`config.mk`:
```
export PLATFORM = sky130hd
export DESIGN_NAME = evt_timer
export DESIGN_NICKNAME = d
export VERILOG_FILES = /design/src/rtl/evt_timer_pkg.sv /design/src/rtl/evt_timer_ctrl.sv /design/src/rtl/evt_timer_dp.sv /design/src/rtl/evt_timer.sv
export SDC_FILE = /design/constraint.sdc
export NUM_CORES = 1
export LEC_CHECK = 0
export CORE_MARGIN = 3
export CORE_UTILIZATION = 57
export CTS_BUF_LIST = sky130_fd_sc_hd__clkbuf_4 sky130_fd_sc_hd__clkbuf_8
export DETAILED_ROUTE_END_ITERATION = 6
export GPL_TIMING_DRIVEN = 0
export PLACE_DENSITY_LB_ADDON = 0.1
export SYNTH_ARGS = -nofsm -noshare
export SYNTH_HDL_FRONTEND = slang
export SYNTH_SLANG_ARGS = --single-unit
export TNS_END_PERCENT = 5
```
`constraint.sdc`:
```
create_clock -name clk -period 2.1 [get_ports clk]
set_input_delay 0.42 -clock clk [delete_from_list [all_inputs] [get_ports clk]]
set_output_delay 0.42 -clock clk [all_outputs]
set_load 0.02 [all_outputs]
```
`src/rtl/evt_timer_pkg.sv`:
```
package evt_timer_pkg;
  localparam logic [2:0] ADDR_CTRL   = 3'd0;
  localparam logic [2:0] ADDR_PL_LO  = 3'd1;
  localparam logic [2:0] ADDR_PL_HI  = 3'd2;
  localparam logic [2:0] ADDR_CNT_LO = 3'd3;
  localparam logic [2:0] ADDR_CNT_HI = 3'd4;

  typedef enum logic [2:0] {
    MODE_SYS  = 3'd0,
    MODE_SYS4 = 3'd1,
    MODE_RTC  = 3'd2,
    MODE_ADC  = 3'd3,
    MODE_EVT  = 3'd4,
    MODE_PWM  = 3'd5,
    MODE_RSV6 = 3'd6,
    MODE_RSV7 = 3'd7
  } mode_e;

  typedef struct packed {
    logic inc;      // count step this cycle
    logic wrap;     // count step at all-ones
    logic plWrLo;   // reload low byte write
    logic plWrHi;   // reload high byte write
    logic cntLoad;  // reload writes also reach the count
  } strobe_t;
endpackage

```
`src/rtl/evt_timer_ctrl.sv`:
```
module evt_timer_ctrl
  import evt_timer_pkg::*;
#(
  parameter int SYNC_STAGES = 2,
  parameter int AW = 3,
  parameter int DW = 8
) (
  input  logic          clk,
  input  logic          rstN,
  input  logic          busWe,
  input  logic          busRe,
  input  logic [AW-1:0] busAddr,
  input  logic [DW-1:0] busWdata,
  input  logic          sysTick,
  input  logic          div4Tick,
  input  logic          rtcTick,
  input  logic          adcTick,
  input  logic          extIn,
  input  logic          cntAtMax,
  output strobe_t       stb,
  output logic [DW-1:0] ctrlRd
);
  typedef enum logic {PW_WAIT, PW_MEAS} pwPhase_e;

  mode_e    mode;
  logic     edgeSel, run;
  pwPhase_e phase;

  // external pin synchronizer
  logic [SYNC_STAGES-1:0] syncQ;
  logic extS, extPrev;
  generate
    if (SYNC_STAGES == 1) begin : g_sync1
      always_ff @(posedge clk) syncQ <= rstN ? extIn : 1'b0;
    end else begin : g_syncN
      always_ff @(posedge clk)
        if (!rstN) syncQ <= '0;
        else       syncQ <= {syncQ[SYNC_STAGES-2:0], extIn};
    end
  endgenerate
  assign extS = syncQ[SYNC_STAGES-1];

  always_ff @(posedge clk)
    if (!rstN) extPrev <= 1'b0;
    else       extPrev <= extS;

  logic riseE, fallE, activeE, returnE;
  assign riseE   = extS & ~extPrev;
  assign fallE   = ~extS & extPrev;
  assign activeE = edgeSel ? fallE : riseE;
  assign returnE = edgeSel ? riseE : fallE;

  logic ctrlWr, hiRead, tickSel;
  assign ctrlWr = busWe && (busAddr == ADDR_CTRL);
  assign hiRead = busRe && (busAddr == ADDR_CNT_HI);

  always_comb begin
    unique case (mode)
      MODE_SYS:  tickSel = sysTick;
      MODE_SYS4: tickSel = div4Tick;
      MODE_RTC:  tickSel = rtcTick;
      MODE_ADC:  tickSel = adcTick;
      MODE_EVT:  tickSel = activeE;
      MODE_PWM:  tickSel = (phase == PW_MEAS) && div4Tick;
      default:   tickSel = 1'b0;
    endcase
  end

  always_comb begin
    stb.inc     = run && tickSel && !hiRead;
    stb.wrap    = stb.inc && cntAtMax;
    stb.plWrLo  = busWe && (busAddr == ADDR_PL_LO);
    stb.plWrHi  = busWe && (busAddr == ADDR_PL_HI);
    stb.cntLoad = !run;
  end

  always_ff @(posedge clk) begin
    if (!rstN) begin
      mode    <= MODE_SYS;
      edgeSel <= 1'b0;
      run     <= 1'b0;
    end else if (ctrlWr) begin
      mode    <= mode_e'(busWdata[7:5]);
      run     <= busWdata[4];
      edgeSel <= busWdata[3];
    end else if (mode == MODE_PWM && phase == PW_MEAS && returnE) begin
      run <= 1'b0;
    end
  end

  always_ff @(posedge clk) begin
    if (!rstN || ctrlWr || !run || mode != MODE_PWM) phase <= PW_WAIT;
    else if (phase == PW_WAIT && activeE)             phase <= PW_MEAS;
    else if (phase == PW_MEAS && returnE)             phase <= PW_WAIT;
  end

  assign ctrlRd = {mode, run, edgeSel, 3'b000};

  AST_PWM_AUTOSTOP: assert property (@(posedge clk) disable iff (!rstN)
    (phase == PW_MEAS && returnE && !ctrlWr) |=> !run);
  AST_RUN_STICKY: assert property (@(posedge clk) disable iff (!rstN)
    (mode != MODE_PWM && run && !ctrlWr) |=> run);
  AST_NO_STEP_ON_HIREAD: assert property (@(posedge clk) disable iff (!rstN)
    hiRead |-> !stb.inc);
endmodule

```
`src/rtl/evt_timer_dp.sv`:
```
module evt_timer_dp
  import evt_timer_pkg::*;
#(
  parameter int CNT_W = 16,
  parameter int DW = 8
) (
  input  logic             clk,
  input  logic             rstN,
  input  strobe_t          stb,
  input  logic [DW-1:0]    wrByte,
  input  logic             flagAck,
  output logic [CNT_W-1:0] cntQ,
  output logic [CNT_W-1:0] plQ,
  output logic             cntAtMax,
  output logic             tmrFlag,
  output logic             pfdTgl
);
  localparam logic [CNT_W-1:0] CNT_MAX = '1;

  assign cntAtMax = (cntQ == CNT_MAX);

  always_ff @(posedge clk) begin
    if (!rstN) begin
      cntQ <= '0;
      plQ  <= '0;
    end else begin
      if (stb.wrap)     cntQ <= plQ;
      else if (stb.inc) cntQ <= cntQ + 1'b1;
      if (stb.plWrLo) begin
        plQ[DW-1:0] <= wrByte;
        if (stb.cntLoad) cntQ[DW-1:0] <= wrByte;
      end
      if (stb.plWrHi) begin
        plQ[CNT_W-1:DW] <= wrByte;
        if (stb.cntLoad) cntQ[CNT_W-1:DW] <= wrByte;
      end
    end
  end

  always_ff @(posedge clk) begin
    if (!rstN) begin
      tmrFlag <= 1'b0;
      pfdTgl  <= 1'b0;
    end else begin
      if (stb.wrap)    tmrFlag <= 1'b1;
      else if (flagAck) tmrFlag <= 1'b0;
      if (stb.wrap)    pfdTgl  <= ~pfdTgl;
    end
  end

  AST_WRAP_RELOAD: assert property (@(posedge clk) disable iff (!rstN)
    (stb.wrap && !stb.plWrLo && !stb.plWrHi) |=> cntQ == $past(plQ));
  AST_WRAP_FLAG: assert property (@(posedge clk) disable iff (!rstN)
    stb.wrap |=> tmrFlag);
  AST_PFD_ONLY_ON_WRAP: assert property (@(posedge clk) disable iff (!rstN)
    !stb.wrap |=> $stable(pfdTgl));
  AST_IDLE_HOLDS: assert property (@(posedge clk) disable iff (!rstN)
    (!stb.inc && !stb.plWrLo && !stb.plWrHi) |=> $stable(cntQ));
endmodule

```
`src/rtl/evt_timer.sv`:
```
module evt_timer
  import evt_timer_pkg::*;
#(
  parameter int CNT_W = 16,
  parameter int SYNC_STAGES = 2
) (
  input  logic       clk,
  input  logic       rstN,
  input  logic       busWe,
  input  logic       busRe,
  input  logic [2:0] busAddr,
  input  logic [7:0] busWdata,
  output logic [7:0] busRdata,
  input  logic       sysTick,
  input  logic       div4Tick,
  input  logic       rtcTick,
  input  logic       adcTick,
  input  logic       extIn,
  input  logic       irqEnable,
  input  logic       pfdEnable,
  input  logic       flagAck,
  output logic       tmrFlag,
  output logic       irqReq,
  output logic       pfdOut
);
  localparam int DW = 8;
  localparam int AW = 3;

  strobe_t          stb;
  logic [DW-1:0]    ctrlRd;
  logic [CNT_W-1:0] cntQ, plQ;
  logic             cntAtMax, pfdTgl;

  evt_timer_ctrl #(.SYNC_STAGES(SYNC_STAGES), .AW(AW), .DW(DW)) u_ctrl (
    .clk, .rstN, .busWe, .busRe, .busAddr, .busWdata,
    .sysTick, .div4Tick, .rtcTick, .adcTick, .extIn,
    .cntAtMax, .stb, .ctrlRd
  );

  evt_timer_dp #(.CNT_W(CNT_W), .DW(DW)) u_dp (
    .clk, .rstN, .stb, .wrByte(busWdata), .flagAck,
    .cntQ, .plQ, .cntAtMax, .tmrFlag, .pfdTgl
  );

  always_comb begin
    unique case (busAddr)
      ADDR_CTRL:   busRdata = ctrlRd;
      ADDR_PL_LO:  busRdata = plQ[DW-1:0];
      ADDR_PL_HI:  busRdata = plQ[CNT_W-1:DW];
      ADDR_CNT_LO: busRdata = cntQ[DW-1:0];
      ADDR_CNT_HI: busRdata = cntQ[CNT_W-1:DW];
      default:     busRdata = '0;
    endcase
  end

  assign irqReq = tmrFlag & irqEnable;
  assign pfdOut = pfdTgl & pfdEnable;

  AST_HIREAD_FREEZE: assert property (@(posedge clk) disable iff (!rstN)
    (busRe && busAddr == ADDR_CNT_HI && !busWe) |=> $stable(cntQ));
  AST_IRQ_NEEDS_EN: assert property (@(posedge clk) disable iff (!rstN)
    $rose(irqReq) |-> irqEnable);
endmodule

```
==> results_dict.tcl <==
set metrics [dict create \
    status "finished clean" \
    die-area_sq_mm 0.00548 \
    post-place-ws_ns -1.26 \
    syn_inst 314 \
    rsz0062_at_grt "yes" \
    synth_async_sr_flop_share_pct 0 \
    reg2reg_depth 5 \
    hpwl_microns 5720 \
    coreArea_sq_mm 0.00441 \
    design_area_sq_mm 0.00319 \
    drive_above_1_share_pct 12.7 \
    slowest_delay_ns 0.50 \
    yosys_warnings 0 \
    drt-pass1-iter-count 6 \
    cp_num_cells 7 \
    cts_hold_buffers 0 \
    cts.path.max_buffers 2 \
    grt_overflow 0 \
    pin_count 34 \
    slew_headroom_pct 53.3 \
    yosys.area.top_type "dfxtp_1" \
    grt_max_degree 14 \
    setup_viol 0 \
    cts.sinks 43 \
    area_delta_synth_final_pct 21.0 \
    place_area_sq_mm 0.00301 \
    finalNonFillerCells 407 \
    grt_pass1_vias 2465 \
    cp_data_required_time_ns 2.30 \
    slowest_stage "mux4_2" \
    portBuffers 31 \
    drv_cap 0 \
    final_hold_viol_count 0 \
    fmax_ghz 0.495 \
    cp-end-kind "flop" \
    worst_slew_pin_slew_ns 0.701 \
    cp_max_fo 10 \
    syn_avg_cell_area_sq_um 8.40 \
    rows 24 \
    synth_cell_type_count 55 \
    peakVddDrop_mv 0.546 \
    cp-start-kind "input pin" \
    synth-edff-count 0 \
    hold_class "flop to flop" \
    wire_per_inst_microns 20.3 \
    die_y_microns 74.0 \
    syn-num-nets 338 \
    skew_ns 0.00701 \
    syn-cell-area_sq_mm 0.00264 \
    finalWorstPathRequiredPeriod_ns 2.02 \
    grt_first_pass_wirelength_microns 12800 \
    initial_utilization_pct 59.7 \
    timing.hold.ws_ns 0.451 \
    cp.arrival_ns 2.23 \
    die_w_microns 74.0 \
    power_density_mw_per_mm2 509 \
    cts_made_buffers 5 \
    fin_util_pct 72.3 \
    synth-main-ff-cell "dfxtp_1" \
    critical-path-top-delay-family "buffers and inverters" \
    p_leak_nw 1.04 \
    wl_microns 8270 \
    setup_tns_ns 0 \
    num_antenna_cells 0 \
    hold_depth 1 \
    synthTopCellsByArea "dfxtp_1 33%, mux2i_1 13%, nor2b_1 6.4%" \
    cts_tree "yes" \
    path_buf_inv 2 \
    htreeDepth 2 \
    grt_use_total_pct 31.4 \
    drtIter0Drc 340 \
    slew_violations 0 \
    seq_area_frac_synth_pct 32.7 \
    final_nets 378 \
    finalCritPeriodShare_pct 96.3 \
    root_buffer "clkbuf_8" \
    routed-via-count 2727 \
    route.detailed.drc 0 \
    drt-vias-per-instance 6.70 \
    place.gp.congestion 0.968 \
    dp.cells 397 \
    synth-seq-cells 43 \
    crit_path_cell_trace "clkdlybuf4s50_1 > mux4_2 > nand2b_4 > a31o_4 > buf_8 > o21ai_0 > a211oi_1" \
    postRouteAntennaNets 0 \
    total_power_mw 1.62 \
    timing.final.ws_setup_ns 0.0786 \
    critical_path_class "input pin to flop" \
    grt_antenna_before_repair 0 \
    clk_latency_ns 0.30 \
    synth_top_area_share_pct 32.7 \
    cts.clk_slew.worst_paths_ns 0.08 \
]
==> power by group <==
group / switching (mW) / internal, mW / leakage, nW
clock network: 0.300 / 0.246 / 0.0446
logic: 0.118 / 0.105 / 0.645
registers: 0.0233 / 0.833 / 0.349
total: 0.441 / 1.18 / 1.04
==> metal layers <==
layer  vias up  global-route usage [%]  routed length (microns)
met5         -                       0                        0
met4         0                    9.46                      177
met3        22                    6.89                      812
met2       155                    48.9                     3760
met1      1293                    43.8                     3520
li1       1257                       -                        -
==> synthesized netlist by cell type (4+ instances only) <==
library cell	n
dfxtp_1	43
a31oi_1	5
clkbuf_1	16
a21oi_1	21
nand4_1	10
o31ai_1	6
nand2_1	12
nor2b_1	27
mux2i_1	35
o21ai_0	17
o2bb2ai_1	4
nor2_1	13
o22ai_1	9
buf_2	4
inv_1	4
nor3_1	5
nand2b_1	6
and2_1	6
a211oi_1	5
nand3_1	16
==> cells by family after synthesis <==
group	Yosys count	share of synthesized area, %
adders and majority gates	1	0.475
buffers and inverters	29	4.65
xor gates and xnor gates	1	0.332
DFF	43	32.7
and+or+nand+nor	115	25.3
muxes	37	14.7
AOI/OAI and AO/OA	88	21.8
==> timing repair <==
action	4_1_cts	5_1_grt
gates resized for setup	50	13
setup endpoints to repair	20	18
buffers inserted	2	0
pin swaps	0	2
gates cloned	1	0
==> area by class of cell <==
cell class | instances | area (sq um)
plain buffers | 24 | 155
clock buffers | 6 | 76.3
clock inverters | 2 | 12.5
fillers | 378 | 1220
inverters | 4 | 15.0
multi-input cells | 242 | 1710
flip-flops and latches | 43 | 862
well taps | 52 | 65.1
repair buffers | 34 | 294
==> worst paths after layout <==
path,startpoint,endpoint,slack [ns]
hold reg to reg,u_ctrl.syncQ[0]$_SDFF_PN0_,u_ctrl.syncQ[1]$_SDFF_PN0_,0.45
setup / recovery,div4Tick,u_dp.cntQ[9]$_SDFF_PN0_,0.08
setup reg to reg,u_ctrl.mode[0]$_SDFFE_PN0P_,u_dp.cntQ[14]$_SDFF_PN0_,0.11
hold / removal,u_ctrl.syncQ[0]$_SDFF_PN0_,u_ctrl.syncQ[1]$_SDFF_PN0_,0.45
==> layout by cell type, fill, tap and decap left out, types with 5 or more instances in the layout <==
| cell type | instances |
|---|---|
| buf_4 | 5 |
| buf_2 | 11 |
| o21ai_0 | 17 |
| dfxtp_1 | 42 |
| o31ai_1 | 6 |
| nand4_1 | 10 |
| clkbuf_1 | 10 |
| nor2_1 | 13 |
| mux2i_1 | 34 |
| clkdlybuf4s50_1 | 21 |
| nand2_1 | 12 |
| nor2b_1 | 27 |
| nand2b_1 | 5 |
| a21oi_1 | 20 |
| o22ai_1 | 9 |
| and2_1 | 6 |
| a31oi_1 | 5 |
| a211oi_1 | 5 |
| clkbuf_8 | 6 |
| nand3_1 | 15 |
==> worst register-to-register path, cell delays in order, from the launching register on <==
cell	delay, ns
dfxtp_1	0.45
nor2b_1	0.24
nand4_1	0.24
a31o_4	0.36
or4_1	0.48
a31oi_1	0.16
==> flip-flops by register name, summed over array words and instances (netlist names) <==
name            flops
u_ctrl.edgeSel      1
u_ctrl.extPrev      1
u_ctrl.mode         3
u_ctrl.phase        1
u_ctrl.run          1
u_ctrl.syncQ        2
u_dp.cntQ          16
u_dp.pfdTgl         1
u_dp.plQ           16
u_dp.tmrFlag        1
Power figures use the tool's default switching activity.
